### config.mk
export PLATFORM = sky130hd
export DESIGN_NAME = burst_chunk_engine
export DESIGN_NICKNAME = d
export VERILOG_FILES = /design/src/rtl/burst_chunk_engine.sv
export SDC_FILE = /design/constraint.sdc
export NUM_CORES = 1
export LEC_CHECK = 0
export BUFFER_PORTS_ARGS = -buffer_cell sky130_fd_sc_hd__buf_4
export CORE_UTILIZATION = 25
export DETAILED_ROUTE_END_ITERATION = 8
export GPL_TIMING_DRIVEN = 0
export HOLD_SLACK_MARGIN = 0.08
export PLACE_DENSITY = 0.51
export SLEW_MARGIN = 10
export SYNTH_ARGS = -nofsm -noshare
export SYNTH_HDL_FRONTEND = slang
export SYNTH_SLANG_ARGS = --single-unit
### constraint.sdc
create_clock -name clk -period 3.31 [get_ports clk]
set_clock_uncertainty 0.1 [all_clocks]
set_input_delay 0.662 -clock clk [delete_from_list [all_inputs] [get_ports clk]]
set_output_delay 0.662 -clock clk [all_outputs]
set_load 0.005 [all_outputs]
### src/rtl/burst_chunk_engine.sv
module burst_chunk_engine #(
  parameter int LEN_W = 16,
  parameter int ADDR_W = 24,
  parameter logic [ADDR_W-1:0] STS_ADDR = 24'h000018,
  parameter logic [ADDR_W-1:0] FIFO_ADDR = 24'h000024,
  parameter int MAX_CHUNK = 64,
  parameter int POLL_LIMIT = 1000,
  localparam int CHUNK_W = $clog2(MAX_CHUNK + 1)
) (
  input  logic              clk,
  input  logic              rst_n,
  input  logic              start,
  input  logic              dir,
  input  logic [LEN_W-1:0]  xfer_len,
  output logic              busy,
  output logic              done,
  output logic [1:0]        err_code,
  output logic [LEN_W-1:0]  moved,
  output logic              up_rx_valid,
  output logic [7:0]        up_rx_data,
  output logic              up_tx_pull,
  input  logic [7:0]        up_tx_data,
  output logic              lo_req,
  output logic              lo_rd,
  output logic [ADDR_W-1:0] lo_addr,
  output logic [CHUNK_W-1:0] lo_len,
  input  logic              lo_rx_valid,
  input  logic [7:0]        lo_rx_data,
  input  logic              lo_tx_pull,
  output logic [7:0]        lo_tx_data,
  input  logic              lo_done,
  input  logic              lo_err
);

  localparam int MW = (LEN_W > 16) ? LEN_W : 16;
  localparam int POLL_W = $clog2(POLL_LIMIT + 2);

  typedef enum logic [1:0] {S_IDLE, S_STS, S_FIFO, S_FIN} state_t;

  state_t             st;
  logic               dir_q;
  logic [LEN_W-1:0]   remain;
  logic [CHUNK_W-1:0] chunk;
  logic [15:0]        burst_q;
  logic [1:0]         byte_idx;
  logic [POLL_W-1:0]  polls;
  logic [1:0]         err_q;

  logic [MW-1:0] rem_x, bur_x, cap_x, min_rb, min_all;
  logic [CHUNK_W-1:0] next_chunk;
  logic poll_expired;

  assign rem_x   = MW'(remain);
  assign bur_x   = MW'(burst_q);
  assign cap_x   = MW'(MAX_CHUNK);
  assign min_rb  = (rem_x < bur_x) ? rem_x : bur_x;
  assign min_all = (min_rb < cap_x) ? min_rb : cap_x;
  assign next_chunk = CHUNK_W'(min_all);

  assign poll_expired = (POLL_LIMIT != 0) &&
                        ((polls + POLL_W'(1)) == POLL_W'(POLL_LIMIT));

  assign busy     = (st != S_IDLE);
  assign done     = (st == S_FIN);
  assign err_code = err_q;

  assign lo_req  = (st == S_STS) || (st == S_FIFO);
  assign lo_rd   = (st == S_STS) ? 1'b1 : dir_q;
  assign lo_addr = (st == S_STS) ? STS_ADDR : FIFO_ADDR;
  assign lo_len  = (st == S_STS) ? CHUNK_W'(4) : chunk;

  assign up_rx_valid = lo_rx_valid && (st == S_FIFO) && dir_q;
  assign up_rx_data  = lo_rx_data;
  assign up_tx_pull  = lo_tx_pull && (st == S_FIFO) && !dir_q;
  assign lo_tx_data  = up_tx_data;

  always_ff @(posedge clk or negedge rst_n) begin
    if (!rst_n) begin
      byte_idx <= '0;
      burst_q  <= '0;
    end else if (start && st == S_IDLE) begin
      byte_idx <= '0;
    end else if (st == S_STS) begin
      if (lo_done) begin
        byte_idx <= '0;
      end else if (lo_rx_valid) begin
        byte_idx <= byte_idx + 2'd1;
        if (byte_idx == 2'd1) burst_q[7:0]  <= lo_rx_data;
        if (byte_idx == 2'd2) burst_q[15:8] <= lo_rx_data;
      end
    end
  end

  always_ff @(posedge clk or negedge rst_n) begin
    if (!rst_n) begin
      st     <= S_IDLE;
      dir_q  <= 1'b0;
      remain <= '0;
      moved  <= '0;
      chunk  <= '0;
      polls  <= '0;
      err_q  <= 2'd0;
    end else begin
      case (st)
        S_IDLE: if (start) begin
          dir_q  <= dir;
          remain <= xfer_len;
          moved  <= '0;
          polls  <= '0;
          err_q  <= 2'd0;
          st     <= (xfer_len == '0) ? S_FIN : S_STS;
        end
        S_STS: if (lo_done) begin
          if (lo_err) begin
            err_q <= 2'd1;
            st    <= S_FIN;
          end else if (burst_q == 16'd0) begin
            polls <= polls + POLL_W'(1);
            if (poll_expired) begin
              err_q <= 2'd2;
              st    <= S_FIN;
            end
          end else begin
            chunk <= next_chunk;
            st    <= S_FIFO;
          end
        end
        S_FIFO: if (lo_done) begin
          if (lo_err) begin
            err_q <= 2'd1;
            st    <= S_FIN;
          end else begin
            moved  <= moved + LEN_W'(chunk);
            remain <= remain - LEN_W'(chunk);
            polls  <= '0;
            st     <= (remain == LEN_W'(chunk)) ? S_FIN : S_STS;
          end
        end
        default: st <= S_IDLE;
      endcase
    end
  end

  AST_CHUNK_BOUNDS: assert property (@(posedge clk) disable iff (!rst_n)
    (st == S_FIFO) |-> (lo_len != '0) && (lo_len <= CHUNK_W'(MAX_CHUNK)) &&
                       (LEN_W'(lo_len) <= remain) && (16'(lo_len) <= burst_q));
  AST_REQ_STABLE: assert property (@(posedge clk) disable iff (!rst_n)
    (lo_req && !lo_done) |=> lo_req && $stable(lo_addr) && $stable(lo_len) && $stable(lo_rd));
  AST_DONE_PULSE: assert property (@(posedge clk) disable iff (!rst_n)
    done |=> !done);
  AST_ZERO_LEN: assert property (@(posedge clk) disable iff (!rst_n)
    (start && !busy && xfer_len == '0) |=> done && (err_code == 2'd0));
  AST_NO_STS_LEAK: assert property (@(posedge clk) disable iff (!rst_n)
    (lo_req && lo_addr == STS_ADDR) |-> !up_rx_valid && !up_tx_pull);
  AST_ERR_ABORT: assert property (@(posedge clk) disable iff (!rst_n)
    (lo_req && lo_done && lo_err) |=> done && (err_code == 2'd1) && !lo_req);

endmodule

==> results of run 1 <==
## worst max-delay path by stage
stage	startpoint	endpoint	slack (ns)	cells after the start
global placement	lo_err	moved[4]$_DFFE_PN0P_	0.16	7
detailed placement	lo_err	moved[4]$_DFFE_PN0P_	0.18	7
floorplan	rem_x[8]$_DFFE_PN0P_	chunk[0]$_DFFE_PN0P_	0.48	8
finish	rem_x[8]$_DFFE_PN0P_	chunk[3]$_DFFE_PN0P_	0.30	8
CTS	st[0]$_DFFE_PN0P_	up_tx_pull	0.16	7
global route	st[0]$_DFFE_PN0P_	moved[4]$_DFFE_PN0P_	0.05	9
## layout by cell type, fill, tap and decap left out, types with 5 or more instances in the layout
cell type  Yosys  final
o22ai_1        7      7
nand3_1       15     15
nand4_1        7      7
o21bai_1       6      6
conb_1         1     20
ha_1          36     36
xnor2_1       15     15
clkbuf_16      0      9
clkbuf_1      19     17
nor3_1        14     13
o21ai_0       36     36
a31oi_1        5      5
nand2_1       50     50
buf_4         38    119
inv_1         39     39
bufinv_16      0      5
or3_1          6      6
mux2_2        17     17
nor2b_1        8      8
a21oi_1       32     32
o211ai_2       6      6
nor2_1        49     49
and3_1         8      8
dfrtp_1       72     72
mux2i_1        6      6
nor4_1        10     10
o2111ai_1      8      8
## area by class of cell
| type | instances | area share [%] |
|---|---|---|
| well taps | 265 | 5.07 |
| plain buffers | 60 | 5.79 |
| clock inverters | 5 | 2.29 |
| clock buffers | 11 | 3.86 |
| flip-flops and latches | 72 | 27.5 |
| inverters | 39 | 2.24 |
| multi-input cells | 431 | 43.9 |
| repair buffers | 81 | 9.29 |
## registers in the layout, indices dropped and copies added (netlist names)
register / count
bur_x: 16
byte_idx: 2
chunk: 7
dir_q: 1
err_code: 2
moved: 16
polls: 10
rem_x: 16
st: 2
## critical path: stages, from the launching register on
cell      delay [ns]
dfrtp_1         0.46
or3_4           0.42
or3_1           0.30
buf_2           0.17
or4b_4          0.50
or3_1           0.37
or3_1           0.33
buf_6           0.15
o211ai_2        0.13
## logic make-up after synthesis
kind of cell | after synthesis | synth area share, %
XOR/XNOR | 18 | 3.08
buffers and inverters | 99 | 10.2
AO/OA/AOI/OAI | 139 | 18.2
AND/OR/NAND/NOR | 193 | 18.8
adder cells (fa/ha/maj) | 38 | 9.58
other | 1 | 0.0732
multiplexers | 23 | 4.91
flip-flops | 72 | 35.2
## stage by stage
step | hold slack (ns) | instance area, um2 | power [W] | worst slack [ns]
floorplan | 0.266 | 5190 | 0.00331 | 0.484
global route | 0.437 | 6540 | 0.00604 | 0.0515
detailed placement | 0.400 | 6130 | 0.00428 | 0.180
finish | 0.355 | 6540 | 0.00559 | 0.299
global placement | 0.394 | 6130 | 0.00425 | 0.163
CTS | 0.412 | 6540 | 0.00563 | 0.159
## per-layer routing
metal	up-vias	wire (um)	part of all wire, %
met4	0	239	1.6
met5	-	0	0
met2	109	6300	43
met1	2077	7310	50
li1	2261	-	-
met3	17	750	5.1
## timing repair
item | 4_1_cts | 5_1_grt
gates resized for setup | 0 | 6
setup buffers | 0 | 0
endpoints found under the setup margin | 0 | 11
## power groups by stage
stage	combinational [W]	clock, W	sequential (W)
global route	0.00318	0.00138	0.00148
detailed placement	0.00282	0	0.00146
finish	0.00283	0.00132	0.00144
CTS	0.00284	0.00134	0.00145
floorplan	0.00197	0	0.00133
global placement	0.00279	0	0.00146
==> run_results.csv, run 1 <==
group,metric,value,unit
synth,synth_cell_types,59,
synth,synth_warnings,0,
job,drv_cap,0,
cts,h-tree-depth,3,
final_layout,nFillCells,2111,
route,firstDrtPassIters,4,
timing,setup_violations,0,
floorplan,die_height,145,um
run_status,status,"completed",
worst_hold_path,hold_class,"in -> async",
cts,ctsHoldBuffers,0,
global_route,grt_pass1_wl,23500,um
cts,cts_buffer_depth,2,
route,wl_per_cell,15.1,um
worst_setup_path,cp-end-kind,"flip-flop",
worst_setup_path,cp_max_fo,7,
final_layout,multi_input_area,0.00287,mm2
global_route,grt_max_degree,73,
synth,yosysSeqAreaShare,35.2,%
power,p_clk_share,23.6,%
power,vdd_drop_max,0.339,mV
timing,fin_crit,3.01,ns
power,pwr_density_cell,854,mW/mm2
cts,cts-buffers-inserted,9,
worst_setup_path,r2r-start,"rem_x[8]$_DFFE_PN0P_",
place,io_buffers,81,
route,vias,4464,
floorplan,die-area,0.0211,mm2
synth,ys_ff_latch,72,
cts,cts.sinks,72,
final_layout,diodes,0,
worst_setup_path,worstPathRequired,3.47,ns
cts,ctsRootBufferMaster,"clkbuf_16",
route,drtIter0Drc,194,
synth,synth_area,0.00512,mm2
place,gp_congestion,0.866,
place,dpl.cell_count,948,
synth,yosysTopAreaCell,"dfrtp_1",
worst_setup_path,worstSetupPathType,"reg -> reg",
global_route,met1_usage,20.3,%
synth,synth_area_leaders,"dfrtp_1, ha_1, buf_4",
global_route,grtUsageMet3,3.30,%
power,pwr-share-comb,50.6,%
global_route,grt_antenna_before_repair,0,
final_layout,register_area,0.00180,mm2
timing,finalSetupTns,0,ns
timing,finalMaxSlewViolations,0,
floorplan,die_x,145,um
floorplan,coreArea,0.0198,mm2
route,drc_errors,0,
synth,synth-main-ff-cell,"dfrtp_1",
global_route,top_usage_layer,"met2",
worst_setup_path,regToRegEndpoint,"chunk[3]$_DFFE_PN0P_",
worst_setup_path,crit_path_start_kind,"flip-flop",
cts,clk_pin_slew_worst_paths,0.06,ns
power,p_leak,3.02,nW
final_layout,final_cell_count_no_fill,964,
timing,fmax,332,MHz
route,ant_nets,0,
worst_setup_path,rr_worst_depth,8,
synth,synth_top_area_share,35.2,%
cts,clk_latency,0.35,ns
timing,worstMarginPinSlew,0.982,ns
power,power_switching_share,42.2,%
place,hpwlAfterDp,11300,um
timing,rsz0062_at_grt,"false",
floorplan,initial_core_util,25.9,%
synth,async_flop_share,100,%
global_route,grt-ovfl-total,0,
final_layout,drive_gt1_share,24.6,%
synth,synth_edf_count,0,
timing,relSlewSlack,34.5,%
route,via_per_inst,4.63,
power,power.internal,0.00323,W
global_route,met2_usage,21.4,%
final_layout,syn_to_final_growth,27.8,%
synth,synth_most_common_cell,"dfrtp_1",
synth,synth_common_cells,"dfrtp_1, nand2_1, nor2_1, inv_1, buf_4",
global_route,first_global_vias,4295,
route,drt-total-wl,14600,um
synth,postSynthAreaPerCell,8.78,um2
power,p_sw,0.00236,W
worst_setup_path,arrival,3.17,ns
global_route,track_usage,14.3,%
cts,cts_tree,"built",
final_layout,fin_util,33.1,%
floorplan,rows,51,
timing,finalHoldViolations,0,
power,p_seq_share,25.7,%
synth,synthCells,583,
worst_setup_path,reg2reg_slack,0.30,ns
timing,period_share,91.0,%
floorplan,ios,111,
final_layout,nets,772,
(Power assumes the default switching activity.)
==> run 2, diff against run 1 <==
GPL_TIMING_DRIVEN = unset   (was 0)
==> run_results.csv, run 2 (synthesized netlist as in run 1, its figures left out) <==
group,metric,value,unit
worst_setup_path,cp_max_fo,7,
worst_setup_path,crit_path_start_kind,"flip-flop",
route,firstDrtPassIters,5,
final_layout,multi_input_area,0.00288,mm2
timing,fin_crit,3.02,ns
worst_setup_path,cp_common_cell,"or3_1",
worst_hold_path,hold_class,"in -> async",
cts,h-tree-depth,3,
floorplan,ios,111,
cts,cts_buffer_depth,2,
timing,fmax,332,MHz
cts,cts.sinks,72,
final_layout,final_cell_area,0.00608,mm2
route,via_per_inst,4.77,
final_layout,final_cell_mix,"buf_4, dfrtp_1, nand2_1",
power,p_leak,2.74,nW
cts,postCtsSetupBuffers,0,
floorplan,rows,51,
worst_setup_path,slowest_stage,"or4b_4",
timing,rsz0062_at_grt,"false",
worst_setup_path,r2r-start,"rem_x[8]$_DFFE_PN0P_",
global_route,grt_max_degree,73,
floorplan,initial_core_util,25.9,%
final_layout,syn_to_final_growth,18.6,%
route,drc_errors,0,
worst_setup_path,critPathMaxStageDelay,0.52,ns
worst_setup_path,crit_start,"rem_x[8]$_DFFE_PN0P_",
place,io_buffers,74,
cts,cts_tree,"built",
route,vias,4323,
final_layout,nets,715,
final_layout,final_common_cell,"buf_4",
worst_setup_path,worstPathRequired,3.47,ns
floorplan,die-area,0.0211,mm2
power,vdd_drop_max,0.283,mV
timing,hold-worst-slack,0.376,ns
cts,clk_latency,0.34,ns
floorplan,coreArea,0.0198,mm2
timing,relSlewSlack,33.2,%
timing,finalSetupTns,0,ns
final_layout,register_area,0.00180,mm2
global_route,grt-ovfl-total,0,
global_route,grt_pass1_wl,22200,um
route,drt-total-wl,14200,um
route,ant_nets,0,
global_route,track_usage,13.6,%
final_layout,diodes,0,
worst_setup_path,worstSetupPathType,"reg -> reg",
cts,ctsRootBufferMaster,"clkbuf_16",
cts,ctsResizeCount,0,
final_layout,final_cell_count_no_fill,907,
worst_setup_path,cpLargestDelayFamily,"simple AND/OR/NAND/NOR gates",
power,pwr_density_cell,856,mW/mm2
global_route,first_global_vias,3915,
cts,clk_pin_slew_worst_paths,0.06,ns
timing,finalHoldViolations,0,
timing,setup_violations,0,
worst_setup_path,crit_chain,"or3_4 -> or3_1 -> or4b_4 -> or3_1 -> or3_1 -> o211ai_2",
route,drtIter0Drc,229,
place,hpwlAfterDp,10700,um
cts,ctsHoldBuffers,0,
place,gp_congestion,0.800,
job,drv_cap,0,
floorplan,die_height,145,um
place,dpl.cell_count,891,
final_layout,drive_gt1_share,20.6,%
place,placed_area,0.00579,mm2
cts,cts-buffers-inserted,9,
timing,period_share,91.1,%
worst_setup_path,cp-end-kind,"flip-flop",
timing,finalMaxSlewViolations,0,
worst_setup_path,path_buf_inv,0,
worst_setup_path,arrival,3.18,ns
timing,worstMarginPinSlew,1.00,ns
global_route,grt_antenna_before_repair,0,
route,wl_per_cell,15.7,um
floorplan,die_x,145,um
final_layout,nFillCells,2122,
run_status,status,"completed",
[run 2: cell count changes in the layout (fill, tap and decap cells not counted), sizes merged]
cell / change
clkinv: +2
buf: -38
clkbuf: -18
clkinvlp: +2
bufinv: -5
[run 2: layer usage]
layer  vias up  GRT usage (%)  routed length [um]
met5         -              0                   0
met4         0           4.00                 136
met3         6           2.92                 684
met2       127           20.4                6380
met1      2060           19.5                7040
li1       2130              -                   -
[run 2: area by class of cell]
class	instances	share of cell area, %
inverters	39	2.41
flip-flops and latches	72	29.7
multi-input cells	431	47.4
clock inverters	4	0.474
repair buffers	84	10.4
clock buffers	12	4.22
well taps	265	5.46
[run 2: per-stage QoR]
stage	worst slack (ns)	power [W]	util, %
final	0.294	0.00520	30.7
after global routing	0.183	0.00564	30.7
after CTS	0.290	0.00524	30.7
after detailed placement	0.315	0.00427	29.3
after global placement	0.349	0.00425	29.3
after floorplan	0.484	0.00331	-
[run 2: power by group]
group          internal, W  total, W  switching (W)
logic              0.00117   0.00280        0.00163
registers          0.00113   0.00146       0.000326
clock network     0.000549  0.000944       0.000395
[run 2: final timing paths]
path                                      endpoint  depth (start not counted)  slack, ns
hold reg to reg              bur_x[14]$_DFFE_PN0P_                          1       0.41
hold / removal             err_code[1]$_DFFE_PN0P_                          1       0.38
max in group asynchronous    bur_x[10]$_DFFE_PN0P_                          1       2.08
setup / recovery              chunk[0]$_DFFE_PN0P_                          6       0.29
setup reg to reg              chunk[0]$_DFFE_PN0P_                          6       0.29
min in group clk             bur_x[14]$_DFFE_PN0P_                          1       0.41
[run 2: worst register-to-register path, stage by stage, from the launching register on]
cell      delay [ns]
dfrtp_1         0.45
or3_4           0.42
or3_1           0.42
or4b_4          0.52
or3_1           0.37
or3_1           0.47
o211ai_2        0.19
